**config.mk**
```make
export PLATFORM = sky130hd
export DESIGN_NAME = rps_page_ctrl
export DESIGN_NICKNAME = d
export VERILOG_FILES = /design/src/rtl/rps_pkg.sv /design/src/rtl/rps_event_arb.sv /design/src/rtl/rps_page_stack.sv /design/src/rtl/rps_ctrl_reg.sv /design/src/rtl/rps_read_mux.sv /design/src/rtl/rps_page_ctrl.sv
export SDC_FILE = /design/constraint.sdc
export NUM_CORES = 1
export LEC_CHECK = 0
export CORE_ASPECT_RATIO = 0.9
export CORE_MARGIN = 2
export CORE_UTILIZATION = 45
export CTS_CLUSTER_DIAMETER = 30
export DETAILED_ROUTE_END_ITERATION = 10
export DONT_BUFFER_PORTS = 1
export PLACE_DENSITY_LB_ADDON = 0.25
export SLEW_MARGIN = 15
export SYNTH_ARGS = -nofsm -noshare
export SYNTH_HDL_FRONTEND = slang
export SYNTH_SLANG_ARGS = --single-unit
export TNS_END_PERCENT = 20
```
**constraint.sdc**
```tcl
create_clock -name clk -period 1.75 [get_ports clk]
set_input_delay 0.175 -clock clk [delete_from_list [all_inputs] [get_ports clk]]
set_output_delay 0.175 -clock clk [all_outputs]
set_load 0.02 [all_outputs]
```
**src/rtl/rps_pkg.sv**
```systemverilog
`timescale 1ns/1ps
package rps_pkg;

  typedef enum logic [1:0] {
    OP_HOLD = 2'd0,
    OP_PUSH = 2'd1,
    OP_POP  = 2'd2
  } stk_op_e;

  function automatic stk_op_e pick_op(input logic ack, input logic ret);
    if (ack && ret) return OP_HOLD;
    if (ack)        return OP_PUSH;
    if (ret)        return OP_POP;
    return OP_HOLD;
  endfunction

endpackage

```
**src/rtl/rps_event_arb.sv**
```systemverilog
`timescale 1ns/1ps
module rps_event_arb
  import rps_pkg::*;
#(
  parameter int DATA_W = 8
) (
  input  logic              clk,
  input  logic              rst,
  input  logic              irq_ack,
  input  logic              irq_ret,
  input  logic              page_we,
  input  logic [DATA_W-1:0] page_wdata,
  output stk_op_e           op,
  output logic              top_wr_en,
  output logic [DATA_W-1:0] top_wr_data
);

  logic              evt;
  logic              pend_vld;
  logic [DATA_W-1:0] pend_data;

  assign evt = irq_ack | irq_ret;
  assign op  = pick_op(irq_ack, irq_ret);

  // A page write that collides with a stack event is parked for one cycle.
  always_ff @(posedge clk) begin
    if (rst) begin
      pend_vld  <= 1'b0;
      pend_data <= '0;
    end else if (evt) begin
      if (page_we) begin
        pend_vld  <= 1'b1;
        pend_data <= page_wdata;
      end
    end else begin
      pend_vld <= 1'b0;
    end
  end

  // A fresh write wins over a parked one.
  assign top_wr_en   = !evt && (page_we || pend_vld);
  assign top_wr_data = page_we ? page_wdata : pend_data;

endmodule

```
**src/rtl/rps_page_stack.sv**
```systemverilog
`timescale 1ns/1ps
module rps_page_stack
  import rps_pkg::*;
#(
  parameter int DATA_W = 8,
  parameter int DEPTH  = 3
) (
  input  logic                       clk,
  input  logic                       rst,
  input  stk_op_e                    op,
  input  logic                       auto_en,
  input  logic                       wr_en,
  input  logic [DATA_W-1:0]          wr_data,
  output logic [DATA_W-1:0]          top,
  output logic [$clog2(DEPTH)-1:0]   level
);

  localparam int              LVL_W   = $clog2(DEPTH);
  localparam logic [LVL_W-1:0] LVL_MAX = LVL_W'(DEPTH - 1);

  logic [DATA_W-1:0] ent [DEPTH];
  logic              can_pop;

  assign can_pop = (level != '0);

  genvar gi;
  generate
    for (gi = 0; gi < DEPTH; gi++) begin : g_ent
      if (gi == 0) begin : g_top
        always_ff @(posedge clk) begin
          if (rst) begin
            ent[gi] <= '0;
          end else begin
            unique case (op)
              OP_PUSH: if (auto_en) ent[gi] <= '0;
              OP_POP:  if (can_pop) ent[gi] <= ent[gi+1];
              default: if (wr_en)   ent[gi] <= wr_data;
            endcase
          end
        end
      end else if (gi == DEPTH - 1) begin : g_bot
        always_ff @(posedge clk) begin
          if (rst) begin
            ent[gi] <= '0;
          end else begin
            unique case (op)
              OP_PUSH: ent[gi] <= ent[gi-1];
              OP_POP:  if (can_pop) ent[gi] <= '0;
              default: ;
            endcase
          end
        end
      end else begin : g_mid
        always_ff @(posedge clk) begin
          if (rst) begin
            ent[gi] <= '0;
          end else begin
            unique case (op)
              OP_PUSH: ent[gi] <= ent[gi-1];
              OP_POP:  if (can_pop) ent[gi] <= ent[gi+1];
              default: ;
            endcase
          end
        end
      end
    end
  endgenerate

  always_ff @(posedge clk) begin
    if (rst) begin
      level <= '0;
    end else begin
      unique case (op)
        OP_PUSH: if (level != LVL_MAX) level <= level + 1'b1;
        OP_POP:  if (can_pop)          level <= level - 1'b1;
        default: ;
      endcase
    end
  end

  assign top = ent[0];

endmodule

```
**src/rtl/rps_ctrl_reg.sv**
```systemverilog
`timescale 1ns/1ps
module rps_ctrl_reg (
  input  logic clk,
  input  logic rst,
  input  logic sel_we,
  input  logic wbit,
  output logic auto_en
);

  always_ff @(posedge clk) begin
    if (rst)         auto_en <= 1'b1;
    else if (sel_we) auto_en <= wbit;
  end

endmodule

```
**src/rtl/rps_read_mux.sv**
```systemverilog
`timescale 1ns/1ps
module rps_read_mux #(
  parameter int                DATA_W    = 8,
  parameter int                ADDR_W    = 8,
  parameter logic [ADDR_W-1:0] PAGE_ADDR = 8'hA7,
  parameter logic [ADDR_W-1:0] CTRL_ADDR = 8'hE5
) (
  input  logic              clk,
  input  logic              rst,
  input  logic [ADDR_W-1:0] addr,
  input  logic [DATA_W-1:0] top,
  input  logic              ctrl_vis,
  input  logic              auto_en,
  output logic [DATA_W-1:0] rdata
);

  logic [DATA_W-1:0] rd_next;

  always_comb begin
    rd_next = '0;
    if (addr == PAGE_ADDR)
      rd_next = top;
    else if (addr == CTRL_ADDR && ctrl_vis)
      rd_next = {{(DATA_W-1){1'b0}}, auto_en};
  end

  always_ff @(posedge clk) begin
    if (rst) rdata <= '0;
    else     rdata <= rd_next;
  end

endmodule

```
**src/rtl/rps_page_ctrl.sv**
```systemverilog
`timescale 1ns/1ps
module rps_page_ctrl
  import rps_pkg::*;
#(
  parameter int                DATA_W    = 8,
  parameter int                ADDR_W    = 8,
  parameter int                DEPTH     = 3,
  parameter logic [ADDR_W-1:0] PAGE_ADDR = 8'hA7,
  parameter logic [ADDR_W-1:0] CTRL_ADDR = 8'hE5,
  parameter logic [DATA_W-1:0] CTRL_PAGE = 8'h0F
) (
  input  logic              clk,
  input  logic              rst,
  input  logic [ADDR_W-1:0] bus_addr,
  input  logic [DATA_W-1:0] bus_wdata,
  input  logic              bus_we,
  output logic [DATA_W-1:0] bus_rdata,
  input  logic              irq_ack,
  input  logic              irq_ret,
  output logic [DATA_W-1:0] page_out
);

  localparam int LVL_W = $clog2(DEPTH);

  stk_op_e           op;
  logic              page_we;
  logic              ctrl_vis;
  logic              ctrl_we;
  logic              top_wr_en;
  logic [DATA_W-1:0] top_wr_data;
  logic              auto_en;
  logic [LVL_W-1:0]  level;

  assign page_we  = bus_we && (bus_addr == PAGE_ADDR);
  assign ctrl_vis = (page_out == CTRL_PAGE);
  assign ctrl_we  = bus_we && (bus_addr == CTRL_ADDR) && ctrl_vis;

  rps_event_arb #(.DATA_W(DATA_W)) u_arb (
    .clk         (clk),
    .rst         (rst),
    .irq_ack     (irq_ack),
    .irq_ret     (irq_ret),
    .page_we     (page_we),
    .page_wdata  (bus_wdata),
    .op          (op),
    .top_wr_en   (top_wr_en),
    .top_wr_data (top_wr_data)
  );

  rps_page_stack #(.DATA_W(DATA_W), .DEPTH(DEPTH)) u_stack (
    .clk     (clk),
    .rst     (rst),
    .op      (op),
    .auto_en (auto_en),
    .wr_en   (top_wr_en),
    .wr_data (top_wr_data),
    .top     (page_out),
    .level   (level)
  );

  rps_ctrl_reg u_ctrl (
    .clk     (clk),
    .rst     (rst),
    .sel_we  (ctrl_we),
    .wbit    (bus_wdata[0]),
    .auto_en (auto_en)
  );

  rps_read_mux #(
    .DATA_W    (DATA_W),
    .ADDR_W    (ADDR_W),
    .PAGE_ADDR (PAGE_ADDR),
    .CTRL_ADDR (CTRL_ADDR)
  ) u_rd (
    .clk      (clk),
    .rst      (rst),
    .addr     (bus_addr),
    .top      (page_out),
    .ctrl_vis (ctrl_vis),
    .auto_en  (auto_en),
    .rdata    (bus_rdata)
  );

endmodule

```
==> flow_results.xml, run 1 <==
<?xml version="1.0" encoding="UTF-8"?>
<metrics>
  <group name="clock_network">
    <metric name="worst_skew_pair.late_latency" unit="ns">0.30</metric>
    <metric name="clock_tree_from_tritoncts" unit="">done</metric>
    <metric name="ctsHtreeMaxLevel" unit="">2</metric>
    <metric name="clock_sink_count" unit="">44</metric>
    <metric name="clock_path_buffers" unit="">2</metric>
    <metric name="cts_buffers" unit="">5</metric>
    <metric name="worst_setup_hold_path_clk_slew" unit="ns">0.09</metric>
    <metric name="clockRootBuffer" unit="">sky130_fd_sc_hd__clkbuf_8</metric>
    <metric name="post_cts.repair.setup_buffers" unit="">0</metric>
  </group>
  <group name="critical_path">
    <metric name="worst-r2r-cell-count" unit="">4</metric>
    <metric name="cp_data_required_time" unit="ns">1.93</metric>
    <metric name="crit_fanout" unit="">2</metric>
    <metric name="worst_setup_path_end_kind" unit="">flip-flop</metric>
    <metric name="worst_path_max_delay_cell" unit="">sky130_fd_sc_hd__or4b_1</metric>
    <metric name="crit_type" unit="">flip-flop to flip-flop</metric>
    <metric name="delay_of_the_slowest_cell_on_the_worst_path" unit="ns">0.58</metric>
    <metric name="arrival" unit="ns">1.82</metric>
    <metric name="cp_cell_sequence" unit="">or4b_1 &gt; nor4_2 &gt; nand2_1 &gt; mux2i_1</metric>
    <metric name="critPathLaunchType" unit="">flip-flop</metric>
  </group>
  <group name="timing">
    <metric name="timing.final.setup_violations" unit="">0</metric>
    <metric name="fin_worst_skew" unit="ns">0.0109</metric>
    <metric name="report.final.hold_viol_count" unit="">0</metric>
    <metric name="fmax" unit="MHz">610</metric>
    <metric name="final.min_clock_period" unit="ns">1.64</metric>
    <metric name="fin_setup_tns" unit="ns">0</metric>
    <metric name="relSlewSlack" unit="%">67.8</metric>
    <metric name="worst_pin_slew" unit="ns">0.481</metric>
    <metric name="setup_repair_after_global_routing_missed_its_margin" unit="">no</metric>
    <metric name="setup_slack" unit="ns">0.110</metric>
    <metric name="number_of_max_slew_violations_in_the_final_report" unit="">0</metric>
    <metric name="final.period_utilization" unit="%">93.7</metric>
  </group>
  <group name="power">
    <metric name="power.sequential.fraction" unit="%">60.8</metric>
    <metric name="power_report.internal_total" unit="mW">1.46</metric>
    <metric name="clkPwrFrac" unit="%">31.4</metric>
    <metric name="ir_worst_vdd" unit="uV">478</metric>
    <metric name="power_switching_share" unit="%">23.4</metric>
    <metric name="power_density" unit="mW/mm^2">842</metric>
    <metric name="netSwitchingPower" unit="uW">448</metric>
    <metric name="p_comb_share" unit="%">7.8</metric>
    <metric name="p_leak" unit="nW">0.973</metric>
  </group>
  <group name="global_routing">
    <metric name="antenna_found_initial" unit="">0</metric>
    <metric name="number_of_global_route_vias_before_repair" unit="">1287</metric>
    <metric name="grt_usage" unit="%">17.3</metric>
    <metric name="total_grt_overflow" unit="">0</metric>
    <metric name="grt_max_degree" unit="">17</metric>
    <metric name="grt_pass1_wl" unit="um">6350</metric>
  </group>
  <group name="die">
    <metric name="core-area" unit="mm^2">0.00418</metric>
    <metric name="io_pins" unit="">37</metric>
    <metric name="core.rowCount" unit="">22</metric>
    <metric name="effective_utilization_at_floorplan" unit="%">47.7</metric>
    <metric name="die-width" unit="um">74.2</metric>
    <metric name="floorplan.die_area" unit="mm^2">0.00499</metric>
    <metric name="die_y" unit="um">67.2</metric>
  </group>
  <group name="finish">
    <metric name="area_occupied_by_multi_input_gates" unit="um^2">861</metric>
    <metric name="mostFrequentLayoutCell" unit="">sky130_fd_sc_hd__edfxtp_1</metric>
    <metric name="drive_above_1_share" unit="%">16.4</metric>
    <metric name="nFillCells" unit="">383</metric>
    <metric name="antenna-diode-count" unit="">0</metric>
    <metric name="commonest_cells_after_routing_fill_and_taps_aside" unit="">24 x sky130_fd_sc_hd__edfxtp_1, 21 x sky130_fd_sc_hd__nor2_1, 20 x sky130_fd_sc_hd__dfxtp_1</metric>
    <metric name="seqCellArea" unit="mm^2">0.00112</metric>
    <metric name="final_nets" unit="">213</metric>
    <metric name="finish.cell_count_without_fillers" unit="">249</metric>
    <metric name="syn2layout_area_growth" unit="%">13.8</metric>
  </group>
  <group name="synth">
    <metric name="synth-async-reset-ratio" unit="%">0</metric>
    <metric name="synth.distinct_cells" unit="">32</metric>
    <metric name="synth-edff-count" unit="">24</metric>
    <metric name="ffs_latches_synth" unit="">44</metric>
    <metric name="synth_cells" unit="">173</metric>
    <metric name="synthFlopType" unit="">sky130_fd_sc_hd__edfxtp_1</metric>
    <metric name="syn-num-nets" unit="">197</metric>
    <metric name="ys_warn_count" unit="">0</metric>
    <metric name="synthesized_area_divided_by_synthesized_cell_count" unit="um^2">11.5</metric>
    <metric name="yosysSeqAreaShare" unit="%">56.1</metric>
    <metric name="synthesis.area" unit="mm^2">0.00200</metric>
  </group>
  <group name="drt">
    <metric name="drt_total_wl" unit="um">3930</metric>
    <metric name="via_count" unit="">1328</metric>
    <metric name="routedWlPerCell" unit="um">15.8</metric>
    <metric name="post_route_drc" unit="">0</metric>
    <metric name="drt_pre_antenna_iters" unit="">4</metric>
    <metric name="post_drt_via_cell_ratio" unit="">5.33</metric>
    <metric name="route.antenna.remaining_nets" unit="">0</metric>
    <metric name="drt_iter0_drc" unit="">75</metric>
  </group>
  <group name="place">
    <metric name="pre_cts_ws" unit="ns">0.0345</metric>
    <metric name="numPlacedInstances" unit="">241</metric>
    <metric name="io_buffers" unit="">0</metric>
    <metric name="hpwl" unit="um">2970</metric>
    <metric name="global_placement_routability_congestion" unit="">0.794</metric>
  </group>
  <group name="flow_run">
    <metric name="drv_cap" unit="">0</metric>
  </group>
  <group name="min_path">
    <metric name="worstHoldPathCells" unit="">2</metric>
    <metric name="timing.hold.worst.class" unit="">primary input to flip-flop</metric>
  </group>
  <group name="run_status">
    <metric name="status" unit="">finished, final reports clean</metric>
  </group>
</metrics>
worst max-delay path: cells and delay by family (launching register included):
kind             cells  cell delay, ns
and+or+nand+nor      3            1.02
DFF                  1            0.38
muxes                1            0.12
through the flow:
step | instance area (um^2) | util (%) | hold WS, ns | total power [mW]
after global placement | 2170 | 51.9 | 0.251 | 1.32
after CTS | 2260 | 54.0 | 0.0371 | 1.92
after floorplan | 2010 | - | 0.322 | 1.28
after global routing | 2270 | 54.3 | 0.0378 | 1.98
after detailed placement | 2170 | 51.9 | 0.249 | 1.33
final | 2270 | 54.3 | 0.0398 | 1.91
kinds of logic (layout without fill, tap and decap cells):
kind of cell	count (synthesis)	count (layout)	synth area share, %
multiplexers	11	11	5.51
AND/OR/NAND/NOR	83	83	25.2
AO/OA/AOI/OAI	22	22	9.34
buffers and inverters	10	26	1.94
flip-flops	44	44	56.1
adder cells (fa/ha/maj)	3	3	1.88
cell type report:
type | instances | area share, %
Clock buffer | 5 | 3.03
Clock inverter | 2 | 0.551
Inverter | 3 | 0.496
Multi-Input combinational cell | 119 | 37.9
Sequential cell | 44 | 49.3
Tap cell | 60 | 3.30
Timing Repair Buffer | 16 | 5.40
synthesized netlist by cell type, drive strengths merged, types with 2 or more instances:
library cell / instances / area [um^2]
o21ai: 2 / 10.0
buf: 2 / 8.75
nor3: 3 / 15.0
nand4b: 2 / 32.5
nand2b: 6 / 37.5
edfxtp: 24 / 721
a211o: 8 / 70.1
or3: 2 / 13.8
clkbuf: 5 / 18.8
a21oi: 3 / 15.0
a22o: 8 / 70.1
nand2: 12 / 45.0
ha: 3 / 37.5
nor2b: 2 / 12.5
dfxtp: 20 / 400
nor2: 21 / 78.8
and3: 16 / 100
mux2i: 11 / 110
and2: 8 / 50.1
nand3: 2 / 10.0
nand3b: 2 / 15.0
inv: 3 / 11.3
nor4: 3 / 48.8
worst paths after layout:
check | from | to | slack [ns]
setup / recovery | u_stack.ent[0][6] | u_ctrl.auto_en | 0.11
setup reg to reg | u_stack.ent[0][6] | u_ctrl.auto_en | 0.11
hold reg to reg | u_ctrl.auto_en | u_rd.rdata[0] | 0.50
hold / removal | bus_wdata[5] | u_arb.pend_data[5] | 0.04
per-layer routing:
layer	vias to the layer above	part of all wire (%)	track usage [%]
li1	664	-	-
met1	614	49	25.8
met2	46	43	24.1
met3	4	7.0	4.18
met4	0	1.2	6.70
met5	-	0	0
sequential cells by signal, indices dropped and copies added, names as in the netlist:
| register | cells |
|---|---|
| u_arb.pend_data | 8 |
| u_stack.ent | 24 |
| u_ctrl.auto_en | 1 |
| u_arb.pend_vld | 1 |
| u_stack.level | 2 |
| u_rd.rdata | 8 |
power by group through the flow:
stage	clock network (mW)	registers, mW	logic, mW
after floorplan	0	1.19	0.0870
after global placement	0	1.19	0.138
after detailed placement	0	1.19	0.141
after CTS	0.610	1.16	0.148
after global routing	0.654	1.17	0.162
final	0.601	1.16	0.149
what timing repair did:
item	4_1_cts	5_1_grt
hold buffers	1	0
endpoints found under the setup margin	0	13
endpoints found under the hold margin	12	0
resized for setup	0	3
Power figures use the tool's default switching activity.
==> run 2, diff against run 1 <==
--- a/constraint.sdc
+++ b/constraint.sdc
@@ -3,2 +3,2 @@
 set_output_delay 0.175 -clock clk [all_outputs]
-set_load 0.02 [all_outputs]
+set_load 0.005 [all_outputs]
==> flow_results.xml, run 2 (synthesis results as in run 1) <==
<?xml version="1.0" encoding="UTF-8"?>
<metrics>
  <group name="run_status">
    <metric name="status" unit="">finished, final reports clean</metric>
  </group>
  <group name="critical_path">
    <metric name="critPathLaunchType" unit="">flip-flop</metric>
    <metric name="cp_data_required_time" unit="ns">1.97</metric>
    <metric name="crit_fanout" unit="">2</metric>
    <metric name="worst_setup_path_end_kind" unit="">flip-flop</metric>
    <metric name="crit_type" unit="">flip-flop to flip-flop</metric>
    <metric name="arrival" unit="ns">1.88</metric>
  </group>
  <group name="timing">
    <metric name="fin_worst_skew" unit="ns">0.00294</metric>
    <metric name="fin_setup_tns" unit="ns">0</metric>
    <metric name="number_of_max_slew_violations_in_the_final_report" unit="">0</metric>
    <metric name="fmax" unit="MHz">605</metric>
    <metric name="report.final.hold_viol_count" unit="">0</metric>
    <metric name="final.min_clock_period" unit="ns">1.65</metric>
    <metric name="relSlewSlack" unit="%">69.2</metric>
    <metric name="worst_pin_slew" unit="ns">0.460</metric>
    <metric name="final.hold.worst_slack" unit="ns">0.0278</metric>
    <metric name="setup_repair_after_global_routing_missed_its_margin" unit="">no</metric>
    <metric name="final.period_utilization" unit="%">94.5</metric>
    <metric name="timing.final.setup_violations" unit="">0</metric>
  </group>
  <group name="power">
    <metric name="power.sequential.fraction" unit="%">61.3</metric>
    <metric name="power_report.internal_total" unit="mW">1.46</metric>
    <metric name="netSwitchingPower" unit="uW">442</metric>
    <metric name="p_comb_share" unit="%">6.7</metric>
    <metric name="clkPwrFrac" unit="%">32.0</metric>
    <metric name="p_leak" unit="nW">0.976</metric>
    <metric name="ir_worst_vdd" unit="uV">396</metric>
    <metric name="fin_total_pwr" unit="mW">1.90</metric>
    <metric name="power_density" unit="mW/mm^2">841</metric>
    <metric name="power_switching_share" unit="%">23.2</metric>
  </group>
  <group name="global_routing">
    <metric name="antenna_found_initial" unit="">0</metric>
    <metric name="number_of_global_route_vias_before_repair" unit="">1285</metric>
    <metric name="grt_max_degree" unit="">17</metric>
    <metric name="grt_usage" unit="%">18.0</metric>
    <metric name="total_grt_overflow" unit="">0</metric>
    <metric name="grt_pass1_wl" unit="um">6490</metric>
  </group>
  <group name="die">
    <metric name="io_pins" unit="">37</metric>
    <metric name="floorplan.die_area" unit="mm^2">0.00499</metric>
    <metric name="core-area" unit="mm^2">0.00418</metric>
    <metric name="die-width" unit="um">74.2</metric>
    <metric name="die_y" unit="um">67.2</metric>
    <metric name="core.rowCount" unit="">22</metric>
    <metric name="effective_utilization_at_floorplan" unit="%">47.7</metric>
  </group>
  <group name="clock_network">
    <metric name="cts_buffers" unit="">5</metric>
    <metric name="clock_sink_count" unit="">44</metric>
    <metric name="clock_tree_from_tritoncts" unit="">done</metric>
    <metric name="worst_skew_pair.late_latency" unit="ns">0.30</metric>
    <metric name="worst_setup_hold_path_clk_slew" unit="ns">0.08</metric>
    <metric name="post_cts.repair.setup_buffers" unit="">0</metric>
    <metric name="ctsHtreeMaxLevel" unit="">2</metric>
    <metric name="clockRootBuffer" unit="">sky130_fd_sc_hd__clkbuf_8</metric>
    <metric name="clock_path_buffers" unit="">2</metric>
  </group>
  <group name="finish">
    <metric name="largest_register_ff_count" unit="">24</metric>
    <metric name="commonest_cells_after_routing_fill_and_taps_aside" unit="">24 x sky130_fd_sc_hd__edfxtp_1, 21 x sky130_fd_sc_hd__nor2_1, 20 x sky130_fd_sc_hd__dfxtp_1</metric>
    <metric name="reg_top3" unit="">u_stack.ent x24, u_arb.pend_data x8, u_rd.rdata x8</metric>
    <metric name="mostFrequentLayoutCell" unit="">sky130_fd_sc_hd__edfxtp_1</metric>
    <metric name="top_register" unit="">u_stack.ent</metric>
    <metric name="post-route-cell-area" unit="mm^2">0.00226</metric>
    <metric name="antenna-diode-count" unit="">0</metric>
    <metric name="drive_above_1_share" unit="%">15.0</metric>
    <metric name="area_occupied_by_multi_input_gates" unit="um^2">870</metric>
    <metric name="seqCellArea" unit="mm^2">0.00112</metric>
    <metric name="nFillCells" unit="">381</metric>
    <metric name="syn2layout_area_growth" unit="%">13.2</metric>
    <metric name="final_nets" unit="">210</metric>
  </group>
  <group name="drt">
    <metric name="post_drt_via_cell_ratio" unit="">5.35</metric>
    <metric name="drt_total_wl" unit="um">4050</metric>
    <metric name="routedWlPerCell" unit="um">16.4</metric>
    <metric name="route.antenna.remaining_nets" unit="">0</metric>
    <metric name="drt_iter0_drc" unit="">80</metric>
    <metric name="post_route_drc" unit="">0</metric>
    <metric name="via_count" unit="">1322</metric>
    <metric name="drt_pre_antenna_iters" unit="">5</metric>
  </group>
  <group name="flow_run">
    <metric name="drv_cap" unit="">0</metric>
  </group>
  <group name="place">
    <metric name="hpwl" unit="um">3000</metric>
    <metric name="dpl_cell_area" unit="mm^2">0.00215</metric>
    <metric name="io_buffers" unit="">0</metric>
    <metric name="global_placement_routability_congestion" unit="">0.836</metric>
  </group>
  <group name="min_path">
    <metric name="timing.hold.worst.class" unit="">primary input to flip-flop</metric>
  </group>
</metrics>
run 2: cell count changes in the layout (fill, tap and decap cells not counted), sizes merged:
cell / previous run / this run
clkinv: 1 / 3
buf: 15 / 12
clkinvlp: 1 / 0
run 2: what timing repair did:
action	4_1_cts	5_1_grt
hold buffers	1	0
hold endpoints to repair	12	0
setup endpoints to repair	0	10
gates resized for setup	0	3
run 2: metrics by stage:
| step | utilization (%) | std cells | setup slack (ns) |
|---|---|---|---|
| floorplan | - | 173 | 0.0480 |
| global placement | 51.3 | 238 | 0.0637 |
| detailed placement | 51.3 | 238 | 0.0298 |
| CTS | 53.5 | 247 | 0.0347 |
| global route | 54.0 | 247 | 0.0199 |
| finish | 54.0 | 247 | 0.0960 |
run 2: worst max-delay path, stage by stage, from the launching register on:
cell	delay, ns
sky130_fd_sc_hd__edfxtp_1	0.39
sky130_fd_sc_hd__or4b_1	0.62
sky130_fd_sc_hd__nor4_4	0.30
sky130_fd_sc_hd__nand3_1	0.12
sky130_fd_sc_hd__a21oi_1	0.15
run 2: layout make-up:
cell class / instances / share of cell area, %
well taps: 60 / 3.32
flip-flops and latches: 44 / 49.6
repair buffers: 13 / 4.43
multi-input cells: 119 / 38.5
inverters: 3 / 0.498
clock buffers: 5 / 3.05
clock inverters: 3 / 0.609
run 2: final timing paths:
path	from	to	slack (ns)	cells after the start
hold / removal	bus_wdata[0]	u_arb.pend_data[0]	0.03	2
hold reg to reg	u_arb.pend_data[5]	u_arb.pend_data[5]	0.51	2
setup reg to reg	u_stack.ent[0][6]	u_rd.rdata[0]	0.1	4
setup / recovery	u_stack.ent[0][6]	u_rd.rdata[0]	0.1	4
run 2: power by group through the flow:
stage	sequential (mW)	clock, mW	combinational [mW]
2_1_floorplan	1.18	0	0.0870
3_3_place_gp	1.19	0	0.114
3_5_place_dp	1.19	0	0.118
4_1_cts	1.17	0.621	0.124
5_1_grt	1.17	0.669	0.138
6_report	1.17	0.608	0.127
run 2: metal layers:
metal	share of wire (%)	wire [um]	GRT usage (%)
met5	0	0	0
met4	2.7	111	10.0
met3	6.2	253	4.48
met2	42	1720	26.0
met1	49	1970	24.9
==> run 3, diff against run 2 <==
Settings changed: CAP_MARGIN from default to 10, CORE_UTILIZATION 45 to 31.
==> flow_results.xml, run 3 (synthesis results as in run 1) <==
<?xml version="1.0" encoding="UTF-8"?>
<metrics>
  <group name="timing">
    <metric name="setup_repair_after_global_routing_missed_its_margin" unit="">no</metric>
    <metric name="fin_setup_tns" unit="ns">0</metric>
    <metric name="fin_worst_skew" unit="ns">0.00739</metric>
    <metric name="final.period_utilization" unit="%">92.7</metric>
    <metric name="number_of_max_slew_violations_in_the_final_report" unit="">0</metric>
    <metric name="final.min_clock_period" unit="ns">1.62</metric>
    <metric name="worst_pin_slew" unit="ns">0.441</metric>
    <metric name="timing.final.setup_violations" unit="">0</metric>
    <metric name="report.final.hold_viol_count" unit="">0</metric>
    <metric name="relSlewSlack" unit="%">70.5</metric>
    <metric name="fmax" unit="MHz">616</metric>
  </group>
  <group name="die">
    <metric name="effective_utilization_at_floorplan" unit="%">32.3</metric>
    <metric name="core-area" unit="mm^2">0.00618</metric>
    <metric name="floorplan.die_area" unit="mm^2">0.00710</metric>
    <metric name="io_pins" unit="">37</metric>
    <metric name="die_y" unit="um">80.1</metric>
    <metric name="core.rowCount" unit="">27</metric>
    <metric name="die-width" unit="um">88.6</metric>
  </group>
  <group name="critical_path">
    <metric name="worst_setup_path_end_kind" unit="">flip-flop</metric>
    <metric name="arrival" unit="ns">1.85</metric>
    <metric name="rr_startpoint" unit="">u_stack.ent[0][5]</metric>
    <metric name="crit_type" unit="">flip-flop to flip-flop</metric>
    <metric name="critPathLaunchType" unit="">flip-flop</metric>
    <metric name="crit_fanout" unit="">2</metric>
    <metric name="cp_data_required_time" unit="ns">1.98</metric>
    <metric name="setup.worst_path.start" unit="">u_stack.ent[0][5]</metric>
    <metric name="regToRegSetupSlack" unit="ns">0.13</metric>
  </group>
  <group name="place">
    <metric name="dpl_cell_area" unit="mm^2">0.00221</metric>
    <metric name="io_buffers" unit="">0</metric>
    <metric name="numPlacedInstances" unit="">269</metric>
    <metric name="global_placement_routability_congestion" unit="">0.715</metric>
    <metric name="hpwl" unit="um">3350</metric>
  </group>
  <group name="finish">
    <metric name="top_register" unit="">u_stack.ent</metric>
    <metric name="post-route-cell-area" unit="mm^2">0.00234</metric>
    <metric name="nFillCells" unit="">600</metric>
    <metric name="antenna-diode-count" unit="">0</metric>
    <metric name="commonest_cells_after_routing_fill_and_taps_aside" unit="">24 x sky130_fd_sc_hd__edfxtp_1, 21 x sky130_fd_sc_hd__nor2_1, 20 x sky130_fd_sc_hd__dfxtp_1</metric>
    <metric name="syn2layout_area_growth" unit="%">17.0</metric>
    <metric name="mostFrequentLayoutCell" unit="">sky130_fd_sc_hd__edfxtp_1</metric>
    <metric name="reg_top3" unit="">u_stack.ent x24, u_arb.pend_data x8, u_rd.rdata x8</metric>
    <metric name="final_nets" unit="">214</metric>
    <metric name="largest_register_ff_count" unit="">24</metric>
    <metric name="drive_above_1_share" unit="%">16.2</metric>
    <metric name="fin_util" unit="%">37.8</metric>
    <metric name="finish.cell_count_without_fillers" unit="">278</metric>
  </group>
  <group name="global_routing">
    <metric name="grt_pass1_wl" unit="um">6860</metric>
    <metric name="number_of_global_route_vias_before_repair" unit="">1345</metric>
    <metric name="total_grt_overflow" unit="">0</metric>
    <metric name="grt_usage" unit="%">13.1</metric>
    <metric name="grt_max_degree" unit="">18</metric>
    <metric name="antenna_found_initial" unit="">0</metric>
  </group>
  <group name="clock_network">
    <metric name="clock_sink_count" unit="">44</metric>
    <metric name="cts_buffers" unit="">5</metric>
    <metric name="clock_tree_from_tritoncts" unit="">done</metric>
    <metric name="clockRootBuffer" unit="">sky130_fd_sc_hd__clkbuf_8</metric>
    <metric name="post_cts.repair.setup_buffers" unit="">0</metric>
    <metric name="worst_skew_pair.late_latency" unit="ns">0.30</metric>
    <metric name="ctsHtreeMaxLevel" unit="">2</metric>
    <metric name="worst_setup_hold_path_clk_slew" unit="ns">0.09</metric>
    <metric name="clock_path_buffers" unit="">2</metric>
  </group>
  <group name="flow_run">
    <metric name="drv_cap" unit="">0</metric>
  </group>
  <group name="drt">
    <metric name="post_route_drc" unit="">0</metric>
    <metric name="drt_pre_antenna_iters" unit="">4</metric>
    <metric name="via_count" unit="">1350</metric>
    <metric name="post_drt_via_cell_ratio" unit="">4.86</metric>
    <metric name="drt_iter0_drc" unit="">61</metric>
    <metric name="routedWlPerCell" unit="um">15.7</metric>
    <metric name="drt_total_wl" unit="um">4370</metric>
    <metric name="route.antenna.remaining_nets" unit="">0</metric>
  </group>
  <group name="power">
    <metric name="p_leak" unit="nW">0.990</metric>
    <metric name="ir_worst_vdd" unit="uV">347</metric>
    <metric name="power_density" unit="mW/mm^2">894</metric>
  </group>
  <group name="min_path">
    <metric name="timing.hold.worst.class" unit="">primary input to flip-flop</metric>
    <metric name="timing.hold.worst.start" unit="">bus_wdata[6]</metric>
  </group>
  <group name="run_status">
    <metric name="status" unit="">finished, final reports clean</metric>
  </group>
</metrics>
[run 3: critical path, cell delays in order, from the launching register on]
cell                       delay (ns)
sky130_fd_sc_hd__edfxtp_1        0.40
sky130_fd_sc_hd__or4b_1          0.53
sky130_fd_sc_hd__nor4_1          0.34
sky130_fd_sc_hd__nand3_1         0.12
sky130_fd_sc_hd__a21oi_1         0.16
[run 3: repair_timing]
action,CTS,global route
hold buffers,1,0
endpoints found under the setup margin,0,16
resized for setup,0,1
hold endpoints to repair,12,0
[run 3: metrics by stage]
stage | worst slack [ns] | total power, mW | hold slack, ns
global placement | 0.0797 | 1.31 | 0.249
global route | 0.0294 | 2.16 | 0.0306
detailed placement | 0.0165 | 1.32 | 0.254
CTS | 0.0878 | 2.11 | 0.0186
floorplan | 0.0480 | 1.26 | 0.322
finish | 0.127 | 2.09 | 0.0268
[run 3: where the power goes]
part | switching (mW) | internal, mW | total, mW
clock network | 0.360 | 0.430 | 0.790
logic | 0.0748 | 0.0576 | 0.132
registers | 0.0317 | 1.13 | 1.17
total | 0.467 | 1.62 | 2.09
[run 3: final cells by class]
cell class,count,area [um^2],share of cell area (%)
Sequential cell,44,1120,48.0
Timing Repair Buffer,17,130,5.57
Clock inverter,3,46.3,1.98
Inverter,3,11.3,0.482
Clock buffer,5,68.8,2.95
Multi-Input combinational cell,119,850,36.4
Tap cell,87,109,4.66
[run 3: routing by layer]
| layer | track usage, % | up-vias | wire length [um] |
|---|---|---|---|
| met4 | 6.52 | 0 | 110 |
| li1 | - | 663 | - |
| met3 | 4.21 | 7 | 288 |
| met5 | 0 | - | 0 |
| met2 | 20.8 | 43 | 2050 |
| met1 | 16.0 | 637 | 1920 |
[run 3: worst paths after layout]
kind / to / cells past startpoint
max: u_rd.rdata[0] / 4
min: u_arb.pend_data[6] / 2
max reg2reg: u_rd.rdata[0] / 4
min reg2reg: u_arb.pend_data[5] / 2
